### config.mk
export PLATFORM = sky130hd
export DESIGN_NAME = hs_cmd_engine
export DESIGN_NICKNAME = d
export VERILOG_FILES = /design/src/rtl/hs_cmd_pkg.sv /design/src/rtl/hs_cmd_handshake.sv /design/src/rtl/hs_cmd_argbuf.sv /design/src/rtl/hs_cmd_rspbuf.sv /design/src/rtl/hs_cmd_engine.sv
export SDC_FILE = /design/constraint.sdc
export NUM_CORES = 1
export LEC_CHECK = 0
export BUFFER_PORTS_ARGS = -buffer_cell sky130_fd_sc_hd__buf_4
export CAP_MARGIN = 20
export CORE_MARGIN = 2
export CORE_UTILIZATION = 54
export DETAILED_ROUTE_END_ITERATION = 10
export PLACE_DENSITY_LB_ADDON = 0.12
export SYNTH_ARGS = -nofsm -noshare
export SYNTH_HDL_FRONTEND = slang
export SYNTH_SLANG_ARGS = --single-unit
### constraint.sdc
create_clock -name clk_i -period 3.4 [get_ports clk_i]
set_input_delay 0.17 -clock clk_i [delete_from_list [all_inputs] [get_ports clk_i]]
set_output_delay 0.17 -clock clk_i [all_outputs]
set_load 0.01 [all_outputs]
### src/rtl/hs_cmd_pkg.sv
package hs_cmd_pkg;

  localparam logic [7:0] LEN_VAR = 8'hFF;

  typedef enum logic [1:0] {
    ST_IDLE,
    ST_CMD,
    ST_DISP,
    ST_RSP
  } eng_state_e;

  typedef struct packed {
    logic [7:0] arg_len;
    logic [7:0] rsp_len;
  } len_pair_t;

  function automatic len_pair_t lookup_len(input logic [7:0] code);
    len_pair_t p;
    case (code)
      8'h10:   p = '{arg_len: 8'd1, rsp_len: 8'd0};
      8'h30:   p = '{arg_len: 8'd4, rsp_len: 8'd0};
      8'h38:   p = '{arg_len: 8'd0, rsp_len: 8'd4};
      8'h48:   p = '{arg_len: 8'd0, rsp_len: 8'd1};
      8'h78:   p = '{arg_len: 8'd0, rsp_len: LEN_VAR};
      default: p = '{arg_len: LEN_VAR, rsp_len: LEN_VAR};
    endcase
    return p;
  endfunction

endpackage

### src/rtl/hs_cmd_handshake.sv
module hs_cmd_handshake (
  input  logic clk_i,
  input  logic rst_ni,
  input  logic req_ni,
  input  logic hold_i,
  output logic ack_no,
  output logic req_evt_o,
  output logic seq_err_o
);

  logic last_req_q, ack_q;
  logic changed;

  assign changed   = !hold_i && (req_ni != last_req_q);
  assign req_evt_o = changed && !req_ni && ack_q;
  assign seq_err_o = changed && !req_ni && !ack_q;
  assign ack_no    = ack_q;

  always_ff @(posedge clk_i or negedge rst_ni) begin
    if (!rst_ni) begin
      last_req_q <= 1'b1;
      ack_q      <= 1'b1;
    end else begin
      if (changed) last_req_q <= req_ni;
      if (changed && req_ni && !ack_q) ack_q <= 1'b1;
      else if (req_evt_o)              ack_q <= 1'b0;
    end
  end

  AST_ACK_FALL_ON_REQ: assert property (@(posedge clk_i) disable iff (!rst_ni)
    $fell(ack_q) |-> !$past(req_ni));
  AST_ACK_RISE_ON_RELEASE: assert property (@(posedge clk_i) disable iff (!rst_ni)
    $rose(ack_q) |-> $past(req_ni));
  AST_HOLD_FREEZES_ACK: assert property (@(posedge clk_i) disable iff (!rst_ni)
    $past(hold_i) |-> $stable(ack_q));

endmodule

### src/rtl/hs_cmd_argbuf.sv
module hs_cmd_argbuf #(
  parameter int DEPTH = 32
) (
  input  logic               clk_i,
  input  logic               rst_ni,
  input  logic               we_i,
  input  logic [7:0]         addr_i,
  input  logic [7:0]         data_i,
  output logic [DEPTH*8-1:0] args_o
);

  for (genvar g = 0; g < DEPTH; g++) begin : g_slot
    logic [7:0] slot_q;
    always_ff @(posedge clk_i or negedge rst_ni) begin
      if (!rst_ni)                          slot_q <= '0;
      else if (we_i && addr_i == 8'(g))     slot_q <= data_i;
    end
    assign args_o[g*8 +: 8] = slot_q;
  end

  AST_ARG_NO_OVERFLOW: assert property (@(posedge clk_i) disable iff (!rst_ni)
    we_i |-> addr_i < 8'(DEPTH));

endmodule

### src/rtl/hs_cmd_rspbuf.sv
module hs_cmd_rspbuf #(
  parameter int DEPTH = 32
) (
  input  logic               clk_i,
  input  logic               rst_ni,
  input  logic               load_i,
  input  logic [DEPTH*8-1:0] data_i,
  input  logic [7:0]         idx_i,
  output logic [7:0]         byte_o
);

  localparam int AW = (DEPTH > 1) ? $clog2(DEPTH) : 1;

  logic [7:0] mem_q [DEPTH];

  for (genvar g = 0; g < DEPTH; g++) begin : g_slot
    always_ff @(posedge clk_i or negedge rst_ni) begin
      if (!rst_ni)     mem_q[g] <= '0;
      else if (load_i) mem_q[g] <= data_i[g*8 +: 8];
    end
  end

  assign byte_o = (idx_i < 8'(DEPTH)) ? mem_q[idx_i[AW-1:0]] : 8'h00;

endmodule

### src/rtl/hs_cmd_engine.sv
module hs_cmd_engine
  import hs_cmd_pkg::*;
#(
  parameter int BUF_DEPTH = 32
) (
  input  logic                   clk_i,
  input  logic                   rst_ni,
  input  logic                   req_ni,
  output logic                   ack_no,
  input  logic                   sr_dir_i,
  input  logic [7:0]             sr_data_i,
  output logic [7:0]             sr_data_o,
  output logic                   sr_done_o,
  output logic                   proto_err_o,
  output logic                   disp_req_o,
  output logic [7:0]             disp_cmd_o,
  output logic [7:0]             disp_argc_o,
  output logic [BUF_DEPTH*8-1:0] disp_args_o,
  input  logic                   disp_ack_i,
  input  logic                   disp_known_i,
  input  logic [7:0]             disp_rsp_len_i,
  input  logic [BUF_DEPTH*8-1:0] disp_rsp_i
);

  localparam logic [7:0] DEPTH8 = 8'(BUF_DEPTH);

  eng_state_e state_q;
  logic [7:0] cmd_q, arg_len_q, arg_cnt_q, rsp_tbl_q, rsp_len_q, rsp_size_q, rsp_pos_q;
  logic       arg_var_q, rsp_var_q;
  logic [7:0] sr_out_q;
  logic       done_q, err_q;

  logic       ev, hs_err, arg_we, rsp_load;
  logic [7:0] rsp_byte, rsp_clamp;
  len_pair_t  tbl;

  assign tbl       = lookup_len(sr_data_i);
  assign rsp_clamp = (disp_rsp_len_i > DEPTH8) ? DEPTH8 : disp_rsp_len_i;
  assign arg_we    = ev && state_q == ST_CMD && sr_dir_i && !arg_var_q && arg_cnt_q < DEPTH8;
  assign rsp_load  = state_q == ST_DISP && disp_ack_i;

  hs_cmd_handshake u_hs (
    .clk_i     (clk_i),
    .rst_ni    (rst_ni),
    .req_ni    (req_ni),
    .hold_i    (state_q == ST_DISP),
    .ack_no    (ack_no),
    .req_evt_o (ev),
    .seq_err_o (hs_err)
  );

  hs_cmd_argbuf #(.DEPTH(BUF_DEPTH)) u_args (
    .clk_i  (clk_i),
    .rst_ni (rst_ni),
    .we_i   (arg_we),
    .addr_i (arg_cnt_q),
    .data_i (sr_data_i),
    .args_o (disp_args_o)
  );

  hs_cmd_rspbuf #(.DEPTH(BUF_DEPTH)) u_rsp (
    .clk_i  (clk_i),
    .rst_ni (rst_ni),
    .load_i (rsp_load),
    .data_i (disp_known_i ? disp_rsp_i : '0),
    .idx_i  (rsp_pos_q),
    .byte_o (rsp_byte)
  );

  always_ff @(posedge clk_i or negedge rst_ni) begin
    if (!rst_ni) begin
      state_q    <= ST_IDLE;
      cmd_q      <= '0;
      arg_len_q  <= '0;
      arg_var_q  <= 1'b0;
      arg_cnt_q  <= '0;
      rsp_tbl_q  <= '0;
      rsp_len_q  <= '0;
      rsp_var_q  <= 1'b0;
      rsp_size_q <= '0;
      rsp_pos_q  <= '0;
      sr_out_q   <= '0;
      done_q     <= 1'b0;
      err_q      <= 1'b0;
    end else begin
      done_q <= 1'b0;
      err_q  <= hs_err;
      case (state_q)
        ST_IDLE: if (ev) begin
          if (!sr_dir_i) err_q <= 1'b1;
          else begin
            done_q    <= 1'b1;
            cmd_q     <= sr_data_i;
            arg_len_q <= tbl.arg_len;
            arg_var_q <= (tbl.arg_len == LEN_VAR);
            rsp_tbl_q <= tbl.rsp_len;
            arg_cnt_q <= '0;
            rsp_pos_q <= '0;
            state_q   <= (tbl.arg_len == 8'd0) ? ST_DISP : ST_CMD;
          end
        end
        ST_CMD: if (ev) begin
          if (!sr_dir_i) err_q <= 1'b1;
          else begin
            done_q <= 1'b1;
            if (arg_var_q) begin
              arg_len_q <= sr_data_i;
              arg_var_q <= 1'b0;
              if (sr_data_i == 8'd0) state_q <= ST_DISP;
            end else begin
              arg_cnt_q <= arg_cnt_q + 8'd1;
              if (arg_cnt_q + 8'd1 == arg_len_q) state_q <= ST_DISP;
            end
          end
        end
        ST_DISP: if (disp_ack_i) begin
          rsp_pos_q <= '0;
          if (rsp_tbl_q == LEN_VAR) begin
            rsp_var_q  <= 1'b1;
            rsp_size_q <= disp_known_i ? rsp_clamp : 8'd0;
            state_q    <= ST_RSP;
          end else begin
            rsp_var_q <= 1'b0;
            rsp_len_q <= rsp_tbl_q;
            state_q   <= (rsp_tbl_q == 8'd0) ? ST_IDLE : ST_RSP;
          end
        end
        ST_RSP: if (ev) begin
          if (sr_dir_i) err_q <= 1'b1;
          else begin
            done_q <= 1'b1;
            if (rsp_var_q) begin
              sr_out_q  <= rsp_size_q;
              rsp_var_q <= 1'b0;
              rsp_len_q <= rsp_size_q;
              if (rsp_size_q == 8'd0) state_q <= ST_IDLE;
            end else begin
              sr_out_q  <= rsp_byte;
              rsp_pos_q <= rsp_pos_q + 8'd1;
              if (rsp_pos_q + 8'd1 == rsp_len_q) state_q <= ST_IDLE;
            end
          end
        end
        default: state_q <= ST_IDLE;
      endcase
    end
  end

  assign sr_data_o   = sr_out_q;
  assign sr_done_o   = done_q;
  assign proto_err_o = err_q;
  assign disp_req_o  = state_q == ST_DISP;
  assign disp_cmd_o  = cmd_q;
  assign disp_argc_o = arg_cnt_q;

  AST_DONE_WITH_ACK_FALL: assert property (@(posedge clk_i) disable iff (!rst_ni)
    sr_done_o |-> $fell(ack_no));
  AST_ERR_NO_DONE: assert property (@(posedge clk_i) disable iff (!rst_ni)
    proto_err_o |-> !sr_done_o);
  AST_OUT_ONLY_BLOCK_TO_HOST: assert property (@(posedge clk_i) disable iff (!rst_ni)
    $changed(sr_data_o) |-> !$past(sr_dir_i));
  AST_DISP_WAITS_ACK: assert property (@(posedge clk_i) disable iff (!rst_ni)
    disp_req_o && !disp_ack_i |=> disp_req_o);

endmodule

* Yosys cells after proc, flatten, opt, wreduce, memory -nomap -nowiden
Index checks and enable logic that the tools add are counted.
Cells by class: $add $sub $neg 2, $lt $le $gt $ge 4, equal/unequal tests 60, mux-type cells 71, bitwise logic cells 2, reductions and logical operators 68
Operators with widths (count):
- 256-bit two-way mux | 1
- 8-bit two-way mux | 25
- 8-bit by 5-bit == test with 1-bit output (second input constant) | 17
- 16-bit case mux with 5 select lines | 1
- 8-bit by 4-bit == test with 1-bit output (second input constant) | 8
- 8-bit case mux with 2 select lines | 3
- 1-bit logical AND | 43
- 8-bit binary-select mux with 5-bit select | 1
- 8-bit zero test | 5
- 8-bit by 3-bit == test with 1-bit output (second input constant) | 4
- 2-bit two-way mux | 16
- 2-bit inequality test (second input constant) | 12
- 8-bit case mux with 3 select lines | 1
- 1-bit two-way mux | 18
- 6-bit AND reduction | 3
- 8-bit by 1-bit adder with 8-bit output (second input constant) | 2
- 8-bit by 2-bit == test with 1-bit output (second input constant) | 2
- 8-bit by 6-bit == test with 1-bit output (second input constant) | 2
- 8-bit by 7-bit == test with 1-bit output (second input constant) | 2
- 8-bit == test | 2
- 8-bit == test (second input constant) | 2
- 8-bit by 6-bit < comparator with 1-bit output (second input constant) | 2
- 11-bit AND reduction | 1
- 3-bit AND reduction | 3
- other kinds (20) | 31
Storage, ports and cells: bits in registers 584, input port bits 278, output and inout port bits 284, logic and storage cells 286

* Depth between registers and ports, before layout
Gate-level depths: netlist of the first run.
depth after elaboration 10, gate-level depth with buffers 9, gate-level depth less buffers 7

* Hierarchy
From an unflattened synthesis of the first run, not the netlist that was laid out.
Unflattened totals: cell total of the unflattened synthesis 1957, area, all modules 26706.9 µm²
Modules (own cells, without submodules):
- hs_cmd_rspbuf | instances 1, cells each 693, area each 11549.8 µm², seq. area each 6406.1 µm²
- hs_cmd_argbuf | instances 1, cells each 601, area each 9878.2 µm², seq. area each 6406.1 µm²
- hs_cmd_engine | instances 1, cells each 654, area each 5168.7 µm², seq. area each 1626.6 µm²
- hs_cmd_handshake | instances 1, cells each 9, area each 110.1 µm², seq. area each 52.6 µm²

* Least setup slack after synthesis of the first run
Ideal clock, no wire load.
path kind register to register, start register rsp_pos_q[0], end register sr_out_q[3] (netlist: sr_data_o[3]), setup time 0.123 ns, arrival 2.234 ns, data required time 3.277 ns, slack 1.043 ns, cell stages (with the launch flop) 7, buffers on the path 2, clock period less this slack 2.357 ns, cell sequence dfrtp_1 -> clkbuf_1 -> clkbuf_1 -> mux4_2 -> mux4_2 -> a22oi_1 -> nand2_1
Between the ends: longest elaborated chain between the ends 6, elaborated cells between the ends (all ways) 7, classes of those cells order compare (1); mux (5); bitwise (1)
RTL lines:
- from (decl) | RTL line hs_cmd_engine.sv:28 | logic [7:0] cmd_q, arg_len_q, arg_cnt_q, rsp_tbl_q, rsp_len_q, rsp_size_q, rsp_pos_q;
- from (signal assigned) | RTL line hs_cmd_engine.sv:139 | rsp_pos_q <= rsp_pos_q + 8'd1;
- 5-bit NOT with 6-bit output (not written as such) | RTL line hs_cmd_rspbuf.sv:23 | assign byte_o = (idx_i < 8'(DEPTH)) ? mem_q[idx_i[AW-1:0]] : 8'h00;
- 8-bit binary-select mux with 5-bit select | RTL line hs_cmd_rspbuf.sv:23
- 8-bit two-way mux (not written as such) (2 in series) | RTL line hs_cmd_rspbuf.sv:23
- 8-bit two-way mux (*) | RTL line hs_cmd_rspbuf.sv:23
- 8-bit two-way mux (*) | RTL line hs_cmd_engine.sv:132 | if (rsp_var_q) begin
- to (signal assigned) | RTL line hs_cmd_engine.sv:133 | sr_out_q <= rsp_size_q;
- to (signal assigned) | RTL line hs_cmd_engine.sv:138 | sr_out_q <= rsp_byte;
- to (decl) | RTL line hs_cmd_engine.sv:30 | logic [7:0] sr_out_q;
Mark *: on every way between the ends. The rest lies on a longest branch, timed or not. The select of a mux whose other input is x is not followed. A chain may end at the register's enable or synchronous reset.

* Final worst setup path of the first run
start register rsp_pos_q[0], end register sr_out_q[6] (netlist: sr_data_o[6])
Same word-level chain as after synthesis.

==> impl_metrics.csv, run 1 <==
group,metric,value,unit
run_status,status,"finished, final reports clean",
floorplan,die_area,48200,sq um
synthesis,synth_cell_types,52,
final_layout,syn_to_final_growth,37.5,%
place,post-dp-hpwl,54100,microns
synthesis,syn_area,25100,sq um
pwr,peakVddDrop,0.000427,V
sta,period_share,0.830,
clocking,cts_root_buffer,"clkbuf_16",
synthesis,post-synth-top-count-cell,"nand2_1",
setup_path,worst-path-max-fanout,28,
final_layout,nNetsFinal,3251,
sta,timing.hold.ws,71.0,ps
grt,gr-total-overflow,0,
synthesis,synth_edf_count,0,
sta,skew,23.0,ps
grt,grt_first_pass_wirelength,127000,microns
sta,rsz0062_at_grt,"no",
synthesis,yosys.area.top_type,"dfrtp_1",
floorplan,core_region_area,45600,sq um
job,drv_cap,0,
clocking,cts_tree,"built",
setup_path,crit_slowest_cell,"mux4_2",
final_layout,final_layout_size_suffix_gt1_frac,0.343,
synthesis,ys_seq_elements,579,
setup_path,cpMostUsedCell,"mux4_2",
detailed_routing,vias,20800,
clocking,clock_path_buffers,3,
synthesis,seq_area_frac_synth,0.578,
grt,grt_max_degree,127,
synthesis,synth_commonest_cells,"nand2_1, dfrtp_1, o21ai_0, mux2_2, clkbuf_1",
setup_path,required,3890,ps
detailed_routing,drt_iter0_markers,1862,
clocking,insertion_delay,630,ps
pwr,p_leak,0.0169,uW
sta,hold_viol_final,0,
detailed_routing,drc,0,
detailed_routing,wire_per_inst,23.2,microns
synthesis,synthFlopType,"dfrtp_1",
grt,grtUsageTotal,0.349,
sta,fmax,0.354,GHz
clocking,cts_setup_buffers,0,
pwr,powerDensity,554,nW/um^2
detailed_routing,drtAntennaViolNets,0,
setup_path,start_kind,"flip-flop",
clocking,clk_pin_slew,60,ps
sta,fin_crit,2820,ps
grt,antenna_found_initial,4,
sta,worstMarginPinSlew,852,ps
floorplan,rows,78,
floorplan,die_width,220,microns
synthesis,synth_top_area_frac,0.576,
synthesis,syn_nets,2495,
hold_path,hold_path_class,"primary input to flip-flop",
place,gp_congestion,0.868,
floorplan,die_height,220,microns
grt,grt_pass1_vias,21400,
clocking,clkSinkCount,579,
detailed_routing,drt_first_pass_iters,8,
sta,maxSlewViolCount,0,
detailed_routing,wl,83900,microns
clocking,htreeDepth,2,
setup_path,worstPathArrival,3320,ps
synthesis,yosysWarnings,0,
sta,setup_viol,0,
floorplan,io_pins,562,
synthesis,syn_area_per_cell,11.3,sq um
place,numPortBuffers,561,
synthesis,synthTopCellsByArea,"dfrtp_1, mux2_2, nand2_1, mux4_2, o21ai_0",
sta,finalSetupTns,0,ps
synthesis,syn_inst,2211,
setup_path,endpoint_kind,"flip-flop",
clocking,cts_buffers,58,
floorplan,initial_core_util,0.550,
setup_path,cpPeakStageDelay,630,ps
sta,slew_headroom,0.428,
synthesis,synthArstFlopShare,1.00,
setup_path,critical_path.cell_chain,"buf_4, mux4_2, mux4_2, a22oi_1, nand2_1",
setup_path,path_class,"flip-flop to flip-flop",
detailed_routing,viasPerCell,5.74,
==> kinds of logic after synthesis <==
| kind of cell | after synthesis | share of synthesized area |
|---|---|---|
| AOI/OAI and AO/OA | 385 | 0.0822 |
| xor gates and xnor gates | 24 | 0.00838 |
| adders and majority gates | 6 | 0.00299 |
| buffers and inverters | 166 | 0.0264 |
| DFF | 579 | 0.578 |
| muxes | 338 | 0.188 |
| and+or+nand+nor | 713 | 0.115 |
==> registers in the layout (all words and copies together), names as in the netlist <==
register,flops
arg_len_q,8
rsp_var_q,1
sr_done_o,1
u_hs.ack_no,1
u_hs.last_req_q,1
disp_cmd_o,8
rsp_size_q,8
rsp_tbl_q,3
disp_argc_o,8
u_args.g_slot.slot_q,256
rsp_len_q,8
u_rsp.mem_q,256
sr_data_o,8
state_q,2
arg_var_q,1
rsp_pos_q,8
proto_err_o,1
==> timing repair <==
| item | in CTS | in global routing |
|---|---|---|
| hold buffers | 266 | 0 |
| gates resized for setup | 0 | 0 |
| endpoints found under the hold margin | 430 | 0 |
==> where the power goes <==
part	total [uW]	switching (uW)	internal [uW]
Clock	6750	2780	3970
Combinational	3770	1930	1840
Sequential	8600	720	7880
==> per-stage QoR <==
stage | area, sq um | setup slack, ps | power [uW] | util | instances
final | 34500 | 577 | 19100 | 0.757 | 3622
after global routing | 34500 | 404 | 19900 | 0.757 | 3618
after CTS | 34500 | 533 | 19100 | 0.756 | 3614
after detailed placement | 29800 | 542 | 12100 | 0.653 | 3241
after global placement | 29800 | 574 | 12000 | 0.653 | 3241
after floorplan | 25100 | 1040 | 10300 | - | 2211
==> layout by cell type (no fill, tap or decap), drive strengths merged, types with 21 or more instances in the layout <==
cell type    netlist  final
nor2              33     33
buf               32    586
dfrtp            577    577
o21ai            314    314
nand2            620    620
a21oi             21     21
mux4              80     80
clkbuf           125     90
dlygate4sd3        0    266
mux2             257    257
==> critical path: cells and delay by family (launching register included) <==
kind / cells / cell delay (ps)
compound gates: 1 / 350
buf+inv: 1 / 520
flops: 1 / 540
mux: 2 / 1170
simple gates: 1 / 90
==> area by class of cell <==
class	count	area (sq um)
flip-flops and latches	579	14500
repair buffers	853	7220
inverters	9	33.8
diodes	8	20.0
multi-input cells	1466	9930
fillers	2846	11100
well taps	600	751
clock inverters	18	267
clock buffers	89	1770
==> worst paths after layout <==
check | start | to | slack, ps | cells past startpoint
setup / recovery | rsp_pos_q[0] | sr_data_o[6] | 580 | 5
hold / removal | disp_known_i | u_rsp.mem_q[103] | 70 | 3
setup reg to reg | rsp_pos_q[0] | sr_data_o[6] | 580 | 5
hold reg to reg | u_hs.last_req_q | u_hs.last_req_q | 460 | 2
max in group asynchronous | rst_ni | u_args.g_slot[8].slot_q[1] | 2300 | 3
min in group asynchronous | rst_ni | disp_cmd_o[5] | 90 | 2
==> per-layer routing <==
layer  wire length [microns]  global-route usage
met1                   31400               0.426
met2                   42200               0.600
met3                    5570              0.0606
met4                    4740               0.180
met5                       0                   0
No activity file was read; power rests on OpenSTA's default activity.
==> run 2: changes to the inputs <==
--- a/config.mk
+++ b/config.mk
@@ -8,7 +8,7 @@
 export BUFFER_PORTS_ARGS = -buffer_cell sky130_fd_sc_hd__buf_4
 export CAP_MARGIN = 20
 export CORE_MARGIN = 2
-export CORE_UTILIZATION = 54
+export CORE_UTILIZATION = 49
 export DETAILED_ROUTE_END_ITERATION = 10
 export PLACE_DENSITY_LB_ADDON = 0.12
 export SYNTH_ARGS = -nofsm -noshare
==> constraint.sdc (replaced) <==
create_clock -name clk_i -period 2.5 [get_ports clk_i]
set_input_delay 0.125 -clock clk_i [delete_from_list [all_inputs] [get_ports clk_i]]
set_output_delay 0.125 -clock clk_i [all_outputs]
set_load 0.01 [all_outputs]
==> run 2 against run 1 <==
Compared with the run above: critical path depth unchanged; via count is 1.6% lower; fmax grew 17%; die area increased by 10%; worst setup slack got worse by 490 ps; global-route usage down 3.7 points; utilization fell by 5.6 points; clock power up 40%; total power increased by 38%.
==> impl_metrics.csv, run 2 (synthesis results as in run 1) <==
group,metric,value,unit
run_status,status,"finished, final reports clean",
setup_path,required,2990,ps
detailed_routing,vias,20400,
hold_path,hold-path-cell-count,3,
detailed_routing,drt_iter0_markers,1404,
pwr,internal_power,19100,uW
final_layout,final_layout_size_suffix_gt1_frac,0.361,
pwr,powerDensity,748,nW/um^2
detailed_routing,wl,83100,microns
setup_path,rr_worst_depth,5,
final_layout,stdcell_area,35300,sq um
hold_path,hold_path_class,"primary input to flip-flop",
grt,antenna_found_initial,8,
setup_path,crit_slowest_cell,"dfstp_2",
sta,worstMarginPinSlew,897,ps
floorplan,io_pins,562,
pwr,seqPwrFrac,0.441,
setup_path,reg2reg_to,"u_args.g_slot[7].slot_q[4]",
setup_path,cp_top_family,"simple AND/OR/NAND/NOR gates",
setup_path,path_buf_inv,0,
sta,layout_setup_ws,87.4,ps
sta,fin_crit,2410,ps
clocking,cts_buffers,58,
detailed_routing,drc,0,
setup_path,endpoint_kind,"flip-flop",
floorplan,die_area,53000,sq um
place,post_dp_cell_area,30300,sq um
detailed_routing,wire_per_inst,22.1,microns
final_layout,reg_top3,"u_args.g_slot.slot_q x256, u_rsp.mem_q x256",
floorplan,core_region_area,50400,sq um
setup_path,r2r_slack,90,ps
clocking,clock_path_buffers,3,
setup_path,cpMostUsedCell,"nand2_1",
floorplan,die_width,230,microns
place,post-dp-hpwl,57000,microns
clocking,insertion_delay,610,ps
place,post-place-ws,-195,ps
detailed_routing,drt_first_pass_iters,5,
clocking,clkSinkCount,579,
sta,fmax,0.414,GHz
setup_path,path_class,"flip-flop to flip-flop",
setup_path,worst-path-max-fanout,8,
setup_path,cpPeakStageDelay,590,ps
place,numPortBuffers,561,
detailed_routing,viasPerCell,5.44,
setup_path,critical_path.cell_chain,"nand2_1, nor4_4, and3_2, nand2_1, mux2_2",
setup_path,path_depth,5,
setup_path,reg2reg_from,"u_hs.ack_no",
place,gp_congestion,0.891,
setup_path,start_kind,"flip-flop",
job,drv_cap,0,
place,dp.cells,3359,
clocking,cts_root_buffer,"clkbuf_16",
pwr,combPwrFrac,0.201,
setup_path,worstPathArrival,2910,ps
sta,skew,13.8,ps
sta,maxSlewViolCount,0,
pwr,netSwitchingPower,7280,uW
sta,hold_viol_final,0,
final_layout,mostFrequentLayoutCells,"buf_4, nand2_1, dfrtp_1",
grt,gr-total-overflow,0,
sta,slew_headroom,0.398,
final_layout,syn_to_final_growth,40.8,%
grt,grt_pass1_vias,21300,
pwr,netSwitchingFraction,0.276,
sta,period_share,0.965,
pwr,p_clk_frac,0.358,
final_layout,nNetsFinal,3312,
detailed_routing,drtAntennaViolNets,0,
floorplan,die_height,230,microns
floorplan,rows,82,
sta,setup_viol,0,
setup_path,cp-endpoint,"u_args.g_slot[7].slot_q[4]",
clocking,htreeDepth,2,
grt,grt_max_degree,130,
pwr,peakVddDrop,0.000577,V
clocking,clk_pin_slew,60,ps
floorplan,initial_core_util,0.498,
clocking,cts_tree,"built",
final_layout,stdcell_count,3755,
pwr,p_leak,0.0174,uW
final_layout,layout_commonest_cell,"buf_4",
grt,grt_first_pass_wirelength,127000,microns
grt,grtUsageTotal,0.313,
setup_path,critPathLaunch,"u_hs.ack_no",
[run 2: changes by cell type in the layout (fill, tap and decap cells not counted), moves of 3 or more]
cell / previous run / this run
nor2_1: 31 / 28
clkinvlp_4: 4 / 1
bufinv_16: 5 / 9
nor3_1: 8 / 3
nor3_2: 0 / 5
dlygate4sd3_1: 266 / 270
nor2_2: 2 / 5
buf_4: 574 / 620
a22oi_2: 0 / 3
clkbuf_1: 11 / 6
a22oi_1: 8 / 5
buf_12: 11 / 21
clkinv_2: 6 / 14
[run 2: worst register-to-register path, delay by kind of cell, from the launching register on]
family | cells | cell delay, ps
muxes | 1 | 380
DFF | 1 | 590
and+or+nand+nor | 4 | 1340
[run 2: stage by stage]
| step | total power (uW) | hold slack (ps) | util | TNS (ps) |
|---|---|---|---|---|
| floorplan | 14100 | -171 | - | 0 |
| global placement | 16500 | 185 | 0.602 | -7810 |
| detailed placement | 16700 | 188 | 0.602 | -15510 |
| CTS | 26500 | 24.1 | 0.698 | 0 |
| global route | 27500 | 64.2 | 0.701 | -7.60 |
| finish | 26400 | 44.1 | 0.701 | 0 |
[run 2: final cells by class]
| type | count | area (sq um) |
|---|---|---|
| tap | 672 | 841 |
| clock inverter | 27 | 382 |
| inverter | 9 | 33.8 |
| antenna | 6 | 15.0 |
| multi-input combinational | 1466 | 9980 |
| timing repair buffer | 914 | 7830 |
| fill | 3557 | 15100 |
| sequential | 579 | 14500 |
| clock buffer | 82 | 1720 |
[run 2: per-layer routing]
| layer | GRT usage | vias up | share of wire |
|---|---|---|---|
| li1 | - | 9274 | - |
| met2 | 0.547 | 768 | 0.52 |
| met1 | 0.387 | 10200 | 0.39 |
| met3 | 0.0512 | 182 | 0.054 |
| met5 | 0 | - | 0.00036 |
| met4 | 0.126 | 4 | 0.040 |
[run 2: how the worst min path moves through the flow]
stage	startpoint	end	slack, ps
6_report	disp_known_i	u_rsp.mem_q[127]	40
5_1_grt	disp_ack_i	rsp_var_q	60
4_1_cts	disp_ack_i	rsp_var_q	20
3_5_place_dp	rst_ni	u_args.g_slot[0].slot_q[6]	190
3_3_place_gp	rst_ni	u_args.g_slot[0].slot_q[1]	180
2_1_floorplan	rst_ni	arg_len_q[0]	-170
[run 2: what timing repair did]
item / CTS / global route
endpoints found under the hold margin: 358 / 0
setup buffers: 0 / 11
hold buffers: 270 / 0
gates resized for setup: 9 / 7
pin swaps: 0 / 1
endpoints found under the setup margin: 162 / 164
[run 2: power by group through the flow]
| stage | clock, uW | sequential [uW] | combinational [uW] |
|---|---|---|---|
| 6_report | 9440 | 11600 | 5310 |
| 5_1_grt | 9970 | 11800 | 5800 |
| 4_1_cts | 9580 | 11600 | 5260 |
| 3_5_place_dp | 0 | 11800 | 4880 |
| 3_3_place_gp | 0 | 11700 | 4800 |
| 2_1_floorplan | 0 | 11700 | 2420 |
==> run 3: changes to the inputs <==
--- a/config.mk
+++ b/config.mk
@@ -5,10 +5,11 @@
 export SDC_FILE = /design/constraint.sdc
 export NUM_CORES = 1
 export LEC_CHECK = 0
+export ABC_AREA = 1
 export BUFFER_PORTS_ARGS = -buffer_cell sky130_fd_sc_hd__buf_4
 export CAP_MARGIN = 20
 export CORE_MARGIN = 2
-export CORE_UTILIZATION = 49
+export CORE_UTILIZATION = 50
 export DETAILED_ROUTE_END_ITERATION = 10
 export PLACE_DENSITY_LB_ADDON = 0.12
 export SYNTH_ARGS = -nofsm -noshare
==> run 3 against run 2 <==
Compared with the run above: via count grew 24%; flip-flop and latch count is the same; total power grew 22%; final area grew 0.18%; global-route usage grew 4.2 points; clock skew grew 12 ps; synthesized cell count grew 38%; hold slack lost 43 ps; area after synthesis grew 3.0%; critical endpoint is now rsp_size_q[0]; largest cell class unchanged; largest power group unchanged.
==> impl_metrics.csv, run 3 <==
group,metric,value,unit
setup_path,worstPathArrival,2900,ps
setup_path,endpoint_kind,"flip-flop",
clocking,clk_pin_slew,60,ps
setup_path,critPathLaunch,"state_q[0]",
synthesis,synthFlopType,"dfrtp_1",
sta,worstMarginPinSlew,730,ps
clocking,clock_path_buffers,3,
floorplan,io_pins,562,
pwr,peakVddDrop,0.000586,V
synthesis,seq_area_frac_synth,0.561,
detailed_routing,drtAntennaViolNets,0,
synthesis,syn_inst,3056,
setup_path,cp-endpoint,"rsp_size_q[0]",
synthesis,synthArstFlopShare,1.00,
clocking,clkSinkCount,579,
place,gp_congestion,0.952,
sta,setup_viol,0,
place,dp.cells,4160,
place,numPortBuffers,561,
job,drv_cap,0,
setup_path,r2r_slack,150,ps
floorplan,initial_core_util,0.504,
setup_path,cp_top_family,"buffers and inverters",
final_layout,fill_cells,3991,
synthesis,synth_cell_types,39,
pwr,powerDensity,912,nW/um^2
run_status,status,"finished, final reports clean",
detailed_routing,vias,25300,
floorplan,die_area,53500,sq um
final_layout,reg_top3,"u_args.g_slot.slot_q x256, u_rsp.mem_q x256",
synthesis,synth_commonest_cells,"nand2_1, dfrtp_1, nand3_1, o21ai_1, nor2_1",
setup_path,reg2reg_to,"rsp_size_q[0]",
final_layout,stdcell_count,4553,
clocking,cts_root_buffer,"clkbuf_16",
floorplan,die_width,231,microns
sta,rsz0062_at_grt,"no",
setup_path,crit_slowest_cell,"dlygate4sd3_1",
grt,antenna_found_initial,8,
grt,grt_max_degree,104,
sta,finalSetupTns,0,ps
setup_path,critical_path.cell_chain,"inv_2, nand2_4, nor2_4, nand2_1, inv_1, nand3_1, o22ai_1, dlygate4sd3_1",
setup_path,start_kind,"flip-flop",
detailed_routing,drt_first_pass_iters,8,
sta,maxSlewViolCount,0,
final_layout,nNetsFinal,4105,
clocking,htreeDepth,2,
clocking,cts_buffers,60,
grt,gr-total-overflow,0,
pwr,p_leak,0.0184,uW
setup_path,path_depth,8,
synthesis,syn_area,25800,sq um
synthesis,syn_area_per_cell,8.45,sq um
grt,grt_pass1_vias,25200,
synthesis,synth_edf_count,0,
setup_path,path_class,"flip-flop to flip-flop",
place,post-dp-hpwl,62900,microns
detailed_routing,drt_iter0_markers,2783,
clocking,cts_tree,"built",
sta,slew_headroom,0.512,
synthesis,synth_top_area_frac,0.559,
setup_path,reg2reg_from,"state_q[0]",
floorplan,core_region_area,51200,sq um
final_layout,final_layout_size_suffix_gt1_frac,0.206,
synthesis,ys_seq_elements,579,
detailed_routing,viasPerCell,5.55,
synthesis,post-synth-top-count-cell,"nand2_1",
floorplan,die_height,231,microns
setup_path,cpPeakStageDelay,570,ps
synthesis,yosys.area.top_type,"dfrtp_1",
final_layout,layout_commonest_cell,"nand2_1",
sta,fin_crit,2350,ps
sta,hold_viol_final,0,
clocking,insertion_delay,630,ps
setup_path,rr_worst_depth,8,
floorplan,rows,83,
sta,fmax,0.426,GHz
setup_path,required,3050,ps
final_layout,mostFrequentLayoutCells,"nand2_1, buf_4, dfrtp_1",
synthesis,syn_nets,3340,
synthesis,synthTopCellsByArea,"dfrtp_1, nand2_1, nand3_1, o21ai_1, o21ai_0",
grt,grtUsageTotal,0.355,
sta,skew,25.9,ps
setup_path,worst-path-max-fanout,14,
grt,grt_first_pass_wirelength,146000,microns
detailed_routing,wl,95100,microns
hold_path,hold_path_class,"primary input to async pin",
detailed_routing,wire_per_inst,20.9,microns
sta,period_share,0.938,
detailed_routing,drc,0,
setup_path,path_buf_inv,3,
synthesis,yosysWarnings,0,
final_layout,syn_to_final_growth,37.0,%
==> run 3: cell types whose count changed after synthesis, sizes merged, moves of 80 or more <==
cell   delta
nand2   +481
nand3   +299
mux2    -257
nor2    +160
o21ai    +84
mux4     -80
==> run 3: metal layers <==
metal	global-route usage	routed length, microns	vias to the layer above
li1	-	-	11500
met1	0.482	38600	12300
met2	0.544	43500	1257
met3	0.0891	8730	242
met4	0.150	4190	4
met5	0	21	-
==> run 3: worst min path at each step <==
| stage | from | end | slack (ps) | cells past startpoint |
|---|---|---|---|---|
| 4_1_cts | rst_ni | u_rsp.mem_q[196] | 2 | 2 |
| 3_3_place_gp | rst_ni | u_rsp.mem_q[212] | 40 | 1 |
| 3_5_place_dp | rst_ni | u_rsp.mem_q[195] | 50 | 1 |
| 2_1_floorplan | rst_ni | arg_len_q[0] | -170 | 0 |
| 5_1_grt | rst_ni | u_rsp.mem_q[194] | 20 | 2 |
| 6_report | rst_ni | u_rsp.mem_q[194] | 1 | 2 |
==> run 3: area by class of cell <==
cell class                      instances  area, sq um  share of cell area
Clock buffer                           87         1740              0.0493
Clock inverter                         21          226             0.00640
Timing Repair Buffer                  905         7760               0.219
Antenna cell                            6         15.0            0.000424
Multi-Input combinational cell       2186         9950               0.281
Tap cell                              680          851              0.0241
Sequential cell                       579        14500               0.410
Inverter                               89          342             0.00966
==> run 3: logic make-up (layout without fill, tap and decap cells) <==
kind of cell             after synthesis  count (layout)  share of synthesized area
XOR/XNOR                               4               4                    0.00136
other                                  0               6                          0
AND/OR/NAND/NOR                     1621            1621                      0.264
buffers and inverters                291            1102                     0.0537
AO/OA/AOI/OAI                        555             555                      0.117
flip-flops                           579             579                      0.561
adder cells (fa/ha/maj)                6               6                    0.00291
==> run 3: metrics by stage <==
| step | hold slack (ps) | setup WS (ps) | utilization | total power, uW | cell area [sq um] |
|---|---|---|---|---|---|
| after global placement | 41.4 | 159 | 0.598 | 22500 | 30600 |
| after floorplan | -171 | 629 | - | 18900 | 25800 |
| after global routing | 17.7 | 7.50 | 0.691 | 34000 | 35400 |
| final | 1.16 | 155 | 0.691 | 32300 | 35400 |
| after detailed placement | 48.7 | 127 | 0.598 | 22700 | 30600 |
| after CTS | 2.18 | 121 | 0.691 | 32100 | 35400 |
==> run 3: power breakdown <==
part | internal (uW) | total [uW] | switching [uW] | leakage, uW
logic | 3610 | 9590 | 5980 | 0.00970
registers | 12000 | 13700 | 1720 | 0.00776
clock network | 5140 | 8950 | 3820 | 0.000970
==> run 3: what timing repair did <==
| item | in CTS | in global routing |
|---|---|---|
| hold buffers | 279 | 0 |
| buffers inserted | 0 | 0 |
| endpoints found under the setup margin | 0 | 2 |
| hold endpoints to repair | 652 | 0 |
| resized for setup | 0 | 1 |
